## config.mk

```make
export PLATFORM = sky130hd
export DESIGN_NAME = busMasterSeq
export DESIGN_NICKNAME = d
export VERILOG_FILES = /design/src/rtl/bms_pkg.sv /design/src/rtl/bms_ctrl.sv /design/src/rtl/bms_path.sv /design/src/rtl/busMasterSeq.sv
export SDC_FILE = /design/constraint.sdc
export NUM_CORES = 1
export LEC_CHECK = 0
export BUFFER_PORTS_ARGS = -buffer_cell sky130_fd_sc_hd__buf_2
export CORE_AREA = 2 2 39 41
export DETAILED_ROUTE_END_ITERATION = 7
export DIE_AREA = 0 0 41 43
export PLACE_DENSITY_LB_ADDON = 0.1
export REMOVE_ABC_BUFFERS = 1
export SLEW_MARGIN = 10
export SYNTH_ARGS = -nofsm -noshare
export SYNTH_HDL_FRONTEND = slang
export SYNTH_SLANG_ARGS = --single-unit
```

## constraint.sdc

```tcl
create_clock -name clk -period 1.8 [get_ports clk]
set_input_delay 0 -clock clk [delete_from_list [all_inputs] [get_ports clk]]
set_output_delay 0 -clock clk [all_outputs]
set_load 0.05 [all_outputs]
```

## src/rtl/bms_pkg.sv

```systemverilog
package bms_pkg;

  typedef enum logic [2:0] {
    ST_IDLE   = 3'd0,
    ST_REQ    = 3'd1,
    ST_MSTR   = 3'd2,
    ST_OWN    = 3'd3,
    ST_RELDRV = 3'd4,
    ST_RELMST = 3'd5
  } seqState_t;

  typedef struct packed {
    logic setDreq;
    logic clrDreq;
    logic setMaster;
    logic clrMaster;
    logic setDrv;
    logic clrDrv;
    logic setGrant;
    logic clrGrant;
    logic pulseErr;
  } ctlStrobe_t;

endpackage

```

## src/rtl/bms_ctrl.sv

```systemverilog
module bms_ctrl
  import bms_pkg::*;
(
  input  logic       clk,
  input  logic       rst,
  input  logic       locReq,
  input  logic       dackSync,
  output ctlStrobe_t strb
);

  seqState_t curState;
  seqState_t nxtState;

  always_ff @(posedge clk) begin
    if (rst) curState <= ST_IDLE;
    else     curState <= nxtState;
  end

  always_comb begin
    nxtState = curState;
    strb     = '0;
    unique case (curState)
      ST_IDLE: begin
        // a fresh request is taken only once the old acknowledge is gone
        if (locReq && !dackSync) begin
          nxtState     = ST_REQ;
          strb.setDreq = 1'b1;
        end
      end
      ST_REQ: begin
        // local request is not looked at while waiting
        if (dackSync) begin
          nxtState       = ST_MSTR;
          strb.setMaster = 1'b1;
        end
      end
      ST_MSTR: begin
        if (!dackSync) begin
          nxtState       = ST_IDLE;
          strb.clrDreq   = 1'b1;
          strb.clrMaster = 1'b1;
          strb.clrDrv    = 1'b1;
          strb.clrGrant  = 1'b1;
          strb.pulseErr  = 1'b1;
        end else begin
          nxtState      = ST_OWN;
          strb.setDrv   = 1'b1;
          strb.setGrant = 1'b1;
        end
      end
      ST_OWN: begin
        if (!dackSync) begin
          nxtState       = ST_IDLE;
          strb.clrDreq   = 1'b1;
          strb.clrMaster = 1'b1;
          strb.clrDrv    = 1'b1;
          strb.clrGrant  = 1'b1;
          strb.pulseErr  = 1'b1;
        end else if (!locReq) begin
          nxtState      = ST_RELDRV;
          strb.clrDrv   = 1'b1;
          strb.clrGrant = 1'b1;
        end
      end
      ST_RELDRV: begin
        if (!dackSync) begin
          nxtState       = ST_IDLE;
          strb.clrDreq   = 1'b1;
          strb.clrMaster = 1'b1;
          strb.clrDrv    = 1'b1;
          strb.clrGrant  = 1'b1;
          strb.pulseErr  = 1'b1;
        end else begin
          nxtState       = ST_RELMST;
          strb.clrMaster = 1'b1;
        end
      end
      ST_RELMST: begin
        // MASTER is already released; withdraw the request last
        nxtState     = ST_IDLE;
        strb.clrDreq = 1'b1;
      end
      default: begin
        nxtState       = ST_IDLE;
        strb.clrDreq   = 1'b1;
        strb.clrMaster = 1'b1;
        strb.clrDrv    = 1'b1;
        strb.clrGrant  = 1'b1;
      end
    endcase
  end

endmodule

```

## src/rtl/bms_path.sv

```systemverilog
module bms_path
  import bms_pkg::*;
#(
  parameter int SYNC_STAGES = 2
) (
  input  logic       clk,
  input  logic       rst,
  input  logic       busDack,
  input  ctlStrobe_t strb,
  output logic       dackSync,
  output logic       busDreq,
  output logic       busMasterN,
  output logic       drvEn,
  output logic       locGrant,
  output logic       locErr
);

  generate
    if (SYNC_STAGES == 0) begin : g_nosync
      assign dackSync = busDack;
    end else begin : g_sync
      logic [SYNC_STAGES-1:0] chain;
      always_ff @(posedge clk) begin
        if (rst) begin
          chain <= '0;
        end else begin
          chain[0] <= busDack;
          for (int i = 1; i < SYNC_STAGES; i++) chain[i] <= chain[i-1];
        end
      end
      assign dackSync = chain[SYNC_STAGES-1];
    end
  endgenerate

  always_ff @(posedge clk) begin
    if (rst)               busDreq <= 1'b0;
    else if (strb.clrDreq) busDreq <= 1'b0;
    else if (strb.setDreq) busDreq <= 1'b1;
  end

  always_ff @(posedge clk) begin
    if (rst)                 busMasterN <= 1'b1;
    else if (strb.clrMaster) busMasterN <= 1'b1;
    else if (strb.setMaster) busMasterN <= 1'b0;
  end

  always_ff @(posedge clk) begin
    if (rst)              drvEn <= 1'b0;
    else if (strb.clrDrv) drvEn <= 1'b0;
    else if (strb.setDrv) drvEn <= 1'b1;
  end

  always_ff @(posedge clk) begin
    if (rst)                locGrant <= 1'b0;
    else if (strb.clrGrant) locGrant <= 1'b0;
    else if (strb.setGrant) locGrant <= 1'b1;
  end

  always_ff @(posedge clk) begin
    if (rst) locErr <= 1'b0;
    else     locErr <= strb.pulseErr;
  end

endmodule

```

## src/rtl/busMasterSeq.sv

```systemverilog
module busMasterSeq
  import bms_pkg::*;
#(
  parameter int SYNC_STAGES = 2
) (
  input  logic clk,
  input  logic rst,
  input  logic locReq,
  output logic locGrant,
  output logic locErr,
  output logic busDreq,
  input  logic busDack,
  output logic busMasterN,
  output logic drvEn
);

  ctlStrobe_t strb;
  logic       dackSync;

  bms_ctrl u_ctrl (
    .clk      (clk),
    .rst      (rst),
    .locReq   (locReq),
    .dackSync (dackSync),
    .strb     (strb)
  );

  bms_path #(.SYNC_STAGES(SYNC_STAGES)) u_path (
    .clk        (clk),
    .rst        (rst),
    .busDack    (busDack),
    .strb       (strb),
    .dackSync   (dackSync),
    .busDreq    (busDreq),
    .busMasterN (busMasterN),
    .drvEn      (drvEn),
    .locGrant   (locGrant),
    .locErr     (locErr)
  );

endmodule

```

==> results by group, run 1 <==
Floorplanning
  • Row count: 14
  • Die X: 41 um
  • Die ar.: 1763 um2
  • Core area: 1384 um2
  • IO Count: 9
  • Die Y-Extent: 43 um
  • Initial core utilization: 0.3255

Power and ir drop
  • Worst VDD drop: 0.0003926 V
  • PwrDens: 811.7 nW/um2
  • LEAKAGE: 0.2224 nW

Synthesis
  • Largest area contributor in the netlist: dfxtp_1
  • Ys Warns: 0
  • Sequential-to-total area share from yosys stat: 0.4000
  • FFs w/ async S/R, synth: 0
  • Top_reg_cell synth: dfxtp_1
  • Largest cells by area after synthesis: dfxtp_1, clkbuf_8, a2111oi_2
  • Number of synthesized flops with an enable pin: 0
  • Mapped Area: 450.4 um2
  • Seq cells post-synth: 9
  • Synth unique cells: 28
  • Synth top area share: 0.4000
  • Avg Inst Size Synth: 9.384 um2
  • Post-Syn Instances: 48

CTS
  • Clk pin slew, worst setup/hold paths: 0.07 ns
  • Clk sink count: 9
  • Root Driver: clkbuf_4
  • Clock tree from TritonCTS: done
  • H-tree depth: 1
  • Max clock buf depth: 2
  • Clock buffer count from CTS: 3
  • Cts repair resizes: 0
  • Worst-Skew Late Latency: 0.26 ns

Critical path
  • Sum of buffers and inverters on the critical path: 0
  • Worst Setup End Kind: flip-flop
  • R2R Setup Slk: 0.51 ns
  • Worst R2R Path Depth: 3
  • Reg-to-Reg End: u_ctrl.curState[0]
  • CP required: 2.01 ns
  • CP startpoint: u_path.g_sync.chain[1]
  • Critical path's top delay family: flip-flops
  • Critical-path top delay cell: dfxtp_1
  • Worst Setup Path Type: flip-flop to flip-flop
  • Critical path arrival: 1.50 ns
  • Largest stage delay on the critical path: 0.53 ns
  • Crit-path cells: or3b_1, a21oi_1, o31a_2
  • Worst reg2reg path startpoint: u_path.g_sync.chain[1]
  • Largest fanout on the critical path: 11
  • Startpoint types: flip-flop

Detailed routing
  • DR DRC count: 0
  • Via count: 365
  • DRT Wirelength: 850 um
  • Vias per cell: 4.867
  • WL per Instance: 11.33 um
  • Initial DRC count: 12
  • TritonRoute pass-1 iters: 4
  • Detail Route Antenna Nets: 0

Layout
  • Most frequent cells in the layout: dfxtp_1, buf_2, nor2_1
  • Nets: 64
  • Final Util: 0.3797
  • Area growth syn-to-layout: 16.67%
  • # fillers: 140
  • N_diodes: 0
  • Layout cells sized above 1: 0.3051
  • Most common cell after layout, fill and taps aside: dfxtp_1
  • Filler-free cell count of the finished design: 75

STA
  • Final setup viols: 0
  • Clock Skew: 0.0002313 ns
  • Fin. max-slew vios: 0
  • RSZ-0062 raised after global routing: false
  • Final number of hold-violating endpoints: 0
  • Fin crit period: 1.285 ns
  • Max Clock Freq: 778.2 MHz
  • Slew HR: 0.7099
  • Final period util: 0.7139
  • Final setup TNS: 0 ns
  • Worst-margin pin slew: 0.4346 ns
  • Hold WS: 0.08259 ns

Placement
  • I/O Buffers: 8
  • Dpl cells: 68
  • GPL Wtd Cong: 0.6891

GRT
  • Antenna violations before repair: 0
  • Vias in the first global route: 348
  • Total GRT Usage: 0.1227
  • Pin count of the biggest net entering global routing: 14
  • First-pass GRT wire length: 1.455 mm
  • Total grt overflow: 0

Hold path
  • Hold_sp: locReq
  • Tightest Hold Check Type: input port to flip-flop
  • Hold depth: 3
  • End of the worst hold path: u_path.busDreq

Status
  • Status: completed

Job
  • Max cap viols: 0
## tightest hold or removal path, stage by stage
cell and delay [ns]:
buf_2 0.12, a31oi_1 0.12, a211oi_1 0.06
## Yosys cell counts (2+ instances only)
library cell / n
nand2_1: 3
nor2_1: 4
nor3_1: 2
nor2b_1: 2
inv_1: 2
a21oi_1: 2
dfxtp_1: 9
a31oi_1: 2
buf_4: 2
clkbuf_8: 2
## where the power goes
group          switching (mW)  leakage, nW  internal [mW]
Sequential            0.00889       0.0736          0.206
Clock                  0.0779       0.0177         0.0821
Combinational          0.0282        0.131         0.0230
Total                   0.115        0.222          0.312
## worst max path at each step
stage                               to  slack (ns)  cells past startpoint
floorplan                 u_path.drvEn        0.22                      3
global placement    u_ctrl.curState[0]        0.54                      3
detailed placement  u_ctrl.curState[0]        0.55                      3
CTS                 u_ctrl.curState[0]        0.53                      3
global route        u_ctrl.curState[0]        0.42                      3
finish              u_ctrl.curState[0]        0.51                      3
## metrics by stage
step / total power, mW / worst slack [ns] / area [um2]
after floorplan: 0.2525 / 0.2213 / 407.9
after detailed placement: 0.2668 / 0.5524 / 467.9
after CTS: 0.4377 / 0.5262 / 525.5
after global placement: 0.2678 / 0.5393 / 467.9
after global routing: 0.4538 / 0.4195 / 525.5
final: 0.4266 / 0.5149 / 525.5
## metal layers
layer | GRT usage | share of wire
met3 | 0.06283 | 0.049
met5 | 0 | 0
met2 | 0.1625 | 0.43
met1 | 0.1586 | 0.52
met4 | 0.06000 | 0
## sequential cells by signal (all words and copies together) (netlist names)
name and flops:
u_path.busDreq 1, u_path.g_sync.chain 2, u_ctrl.curState 3, u_path.drvEn 1, u_path.busMasterN 1, u_path.locErr 1
## cell type report
class	count	area, um2	area share
Multi-Input combinational cell	33	220.2	0.4190
Sequential cell	9	180.2	0.3429
Timing Repair Buffer	11	70.07	0.1333
Clock buffer	3	22.52	0.04286
Tap cell	16	20.02	0.03810
Inverter	2	7.507	0.01429
Clock inverter	1	5.005	0.009524
## cell families after synthesis
logic type,synth area share
buffers and inverters,0.1111
DFF,0.4000
AOI/OAI and AO/OA,0.2639
and+or+nand+nor,0.2250
## timing repair
action                    in CTS  in global routing
setup buffers                  0                  0
hold endpoints to repair       2                  0
hold buffers                   3                  0
(Power assumes the default switching activity.)
==> run 2, diff against run 1 <==
- clock period: 1.8 -> 1.1 ns (I/O delays scaled with it)
==> run 2 against run 1 <==
Net effect:
- clock skew up 0.0053 ns
- first-iteration DRC count down 67%
- cell area up 18%
- combinational power up 110%
- sequential power up 60%
- largest cell class unchanged
- core utilization up 6.8 points
- non-clock buffer count up 10
- count of clock-buffer cells in the layout unchanged
- sequential cell count unchanged
- critical endpoint unchanged
- maximum frequency up 18%
==> results by group, run 2 (synthesis results as in run 1) <==
Status
  • Status: completed

Floorplanning
  • Initial core utilization: 0.3255
  • IO Count: 9
  • Core area: 1384 um2
  • Die ar.: 1763 um2
  • Die Y-Extent: 43 um
  • Die X: 41 um
  • Row count: 14

Placement
  • I/O Buffers: 8
  • GPL Wtd Cong: 0.7131
  • DP HPWL: 704 um
  • Pre-CTS setup slack: -0.03982 ns

Layout
  • Layout cells sized above 1: 0.5217
  • Most flops, register: u_ctrl.curState
  • Most common cell after layout, fill and taps aside: buf_4
  • Max reg flops: 3
  • Top Registers: u_ctrl.curState: 3 flops, u_path.g_sync.chain: 2 flops
  • Area growth syn-to-layout: 37.50%
  • N_diodes: 0
  • Most frequent cells in the layout: buf_4, buf_2, dfxtp_1
  • Nets: 74

Detailed routing
  • DRT Wirelength: 956 um
  • WL per Instance: 11.25 um
  • DR DRC count: 0
  • Detail Route Antenna Nets: 0
  • Vias per cell: 4.906
  • TritonRoute pass-1 iters: 2
  • Initial DRC count: 4
  • Via count: 417

Critical path
  • Worst Setup Path Type: flip-flop to flip-flop
  • CP required: 1.31 ns
  • Worst Setup End Kind: flip-flop
  • Startpoint types: flip-flop
  • Critical path arrival: 1.30 ns
  • Largest fanout on the critical path: 5

CTS
  • Post-CTS Setup Bufs: 0
  • Clk pin slew, worst setup/hold paths: 0.07 ns
  • Clock buffer count from CTS: 3
  • Clk sink count: 9
  • Max clock buf depth: 2
  • Worst-Skew Late Latency: 0.26 ns
  • Root Driver: clkbuf_4
  • Clock tree from TritonCTS: done
  • H-tree depth: 1

Power and ir drop
  • Flop pwr share: 0.486
  • PwrDens: 1147 nW/um2
  • Net Sw Power: 0.1924 mW
  • Worst VDD drop: 0.0005875 V
  • Clk network pwr share: 0.366
  • LEAKAGE: 0.2815 nW
  • Int Pwr: 0.5180 mW
  • Total power: 0.7104 mW
  • Comb power frac: 0.148
  • Sw Share: 0.2708

GRT
  • Gr busiest metal: met1
  • GR Layer Usage met3: 0.04712
  • Grt met2 use: 0.1813
  • Total grt overflow: 0
  • Met1 Resource Use GR: 0.1928
  • Pin count of the biggest net entering global routing: 9
  • Total GRT Usage: 0.1362
  • First-pass GRT wire length: 1.600 mm
  • Vias in the first global route: 376
  • Antenna violations before repair: 0

STA
  • Clock Skew: 0.005572 ns
  • Slew HR: 0.8302
  • Fin crit period: 1.087 ns
  • Max Clock Freq: 919.6 MHz
  • Final setup margin: 0.01252 ns
  • Worst-margin pin slew: 0.2542 ns
  • Final number of hold-violating endpoints: 0
  • Final period util: 0.9886
  • Fin. max-slew vios: 0
  • RSZ-0062 raised after global routing: true
  • Final setup viols: 0

Job
  • Max cap viols: 0

Hold path
  • Tightest Hold Check Type: input port to flip-flop
[run 2: cell types whose count changed in the layout (fill, tap and decap cells not counted), moves of 2 or more]
cell     previous run  this run
buf_4               0        11
dfxtp_1             9         5
dfxtp_2             0         2
dfxtp_4             0         2
[run 2: what timing repair did]
item / CTS / global route
gates resized for setup: 2 / 7
hold buffers: 2 / 0
endpoints found under the hold margin: 2 / 0
pin swaps: 0 / 2
setup endpoints to repair: 2 / 5
gates cloned: 0 / 0
[run 2: critical path, cell delays in order, from the launching register on]
cell	delay (ns)
dfxtp_4	0.37
or3b_4	0.39
a21oi_2	0.13
o31a_2	0.14
[run 2: routing by layer]
| layer | share of wire | up-vias |
|---|---|---|
| li1 | - | 216 |
| met1 | 0.48 | 190 |
| met2 | 0.45 | 9 |
| met3 | 0.049 | 2 |
| met4 | 0.015 | 0 |
| met5 | 0 | - |
[run 2: through the flow]
stage	instances	utilization	instance area [um2]	hold slack, ns	TNS (ns)
floorplan	44	-	407.9	0.07161	-0.5326
global placement	79	0.3978	550.5	0.2166	-0.08880
detailed placement	79	0.3978	550.5	0.2173	-0.03982
global route	85	0.4476	619.3	0.1205	-0.02289
CTS	85	0.4340	600.6	0.08782	0
finish	85	0.4476	619.3	0.1171	0
[run 2: power groups by stage]
stage | Sequential [mW] | Combinational [mW] | Clock [mW]
after floorplan | 0.375 | 0.0379 | 0
after global placement | 0.356 | 0.0968 | 0
after detailed placement | 0.355 | 0.0956 | 0
after CTS | 0.348 | 0.101 | 0.268
after global routing | 0.347 | 0.115 | 0.291
final | 0.345 | 0.105 | 0.260
[run 2: area by class of cell]
type | count | area, um2
Fill cell | 141 | 764.5
Multi-Input combinational cell | 33 | 231.5
Sequential cell | 9 | 190.2
Timing Repair Buffer | 21 | 142.6
Clock buffer | 3 | 22.52
Tap cell | 16 | 20.02
Inverter | 2 | 7.507
Clock inverter | 1 | 5.005
[run 2: final timing paths]
kind / cells after the start / slack [ns] / endpoint / startpoint
worst min register to register: 1 / 0.44 / u_path.g_sync.chain[1] / u_path.g_sync.chain[0]
worst max register to register: 3 / 0.01 / u_ctrl.curState[0] / u_path.g_sync.chain[1]
worst min-delay path: 3 / 0.12 / u_path.busDreq / locReq
worst max-delay path: 3 / 0.01 / u_ctrl.curState[0] / u_path.g_sync.chain[1]
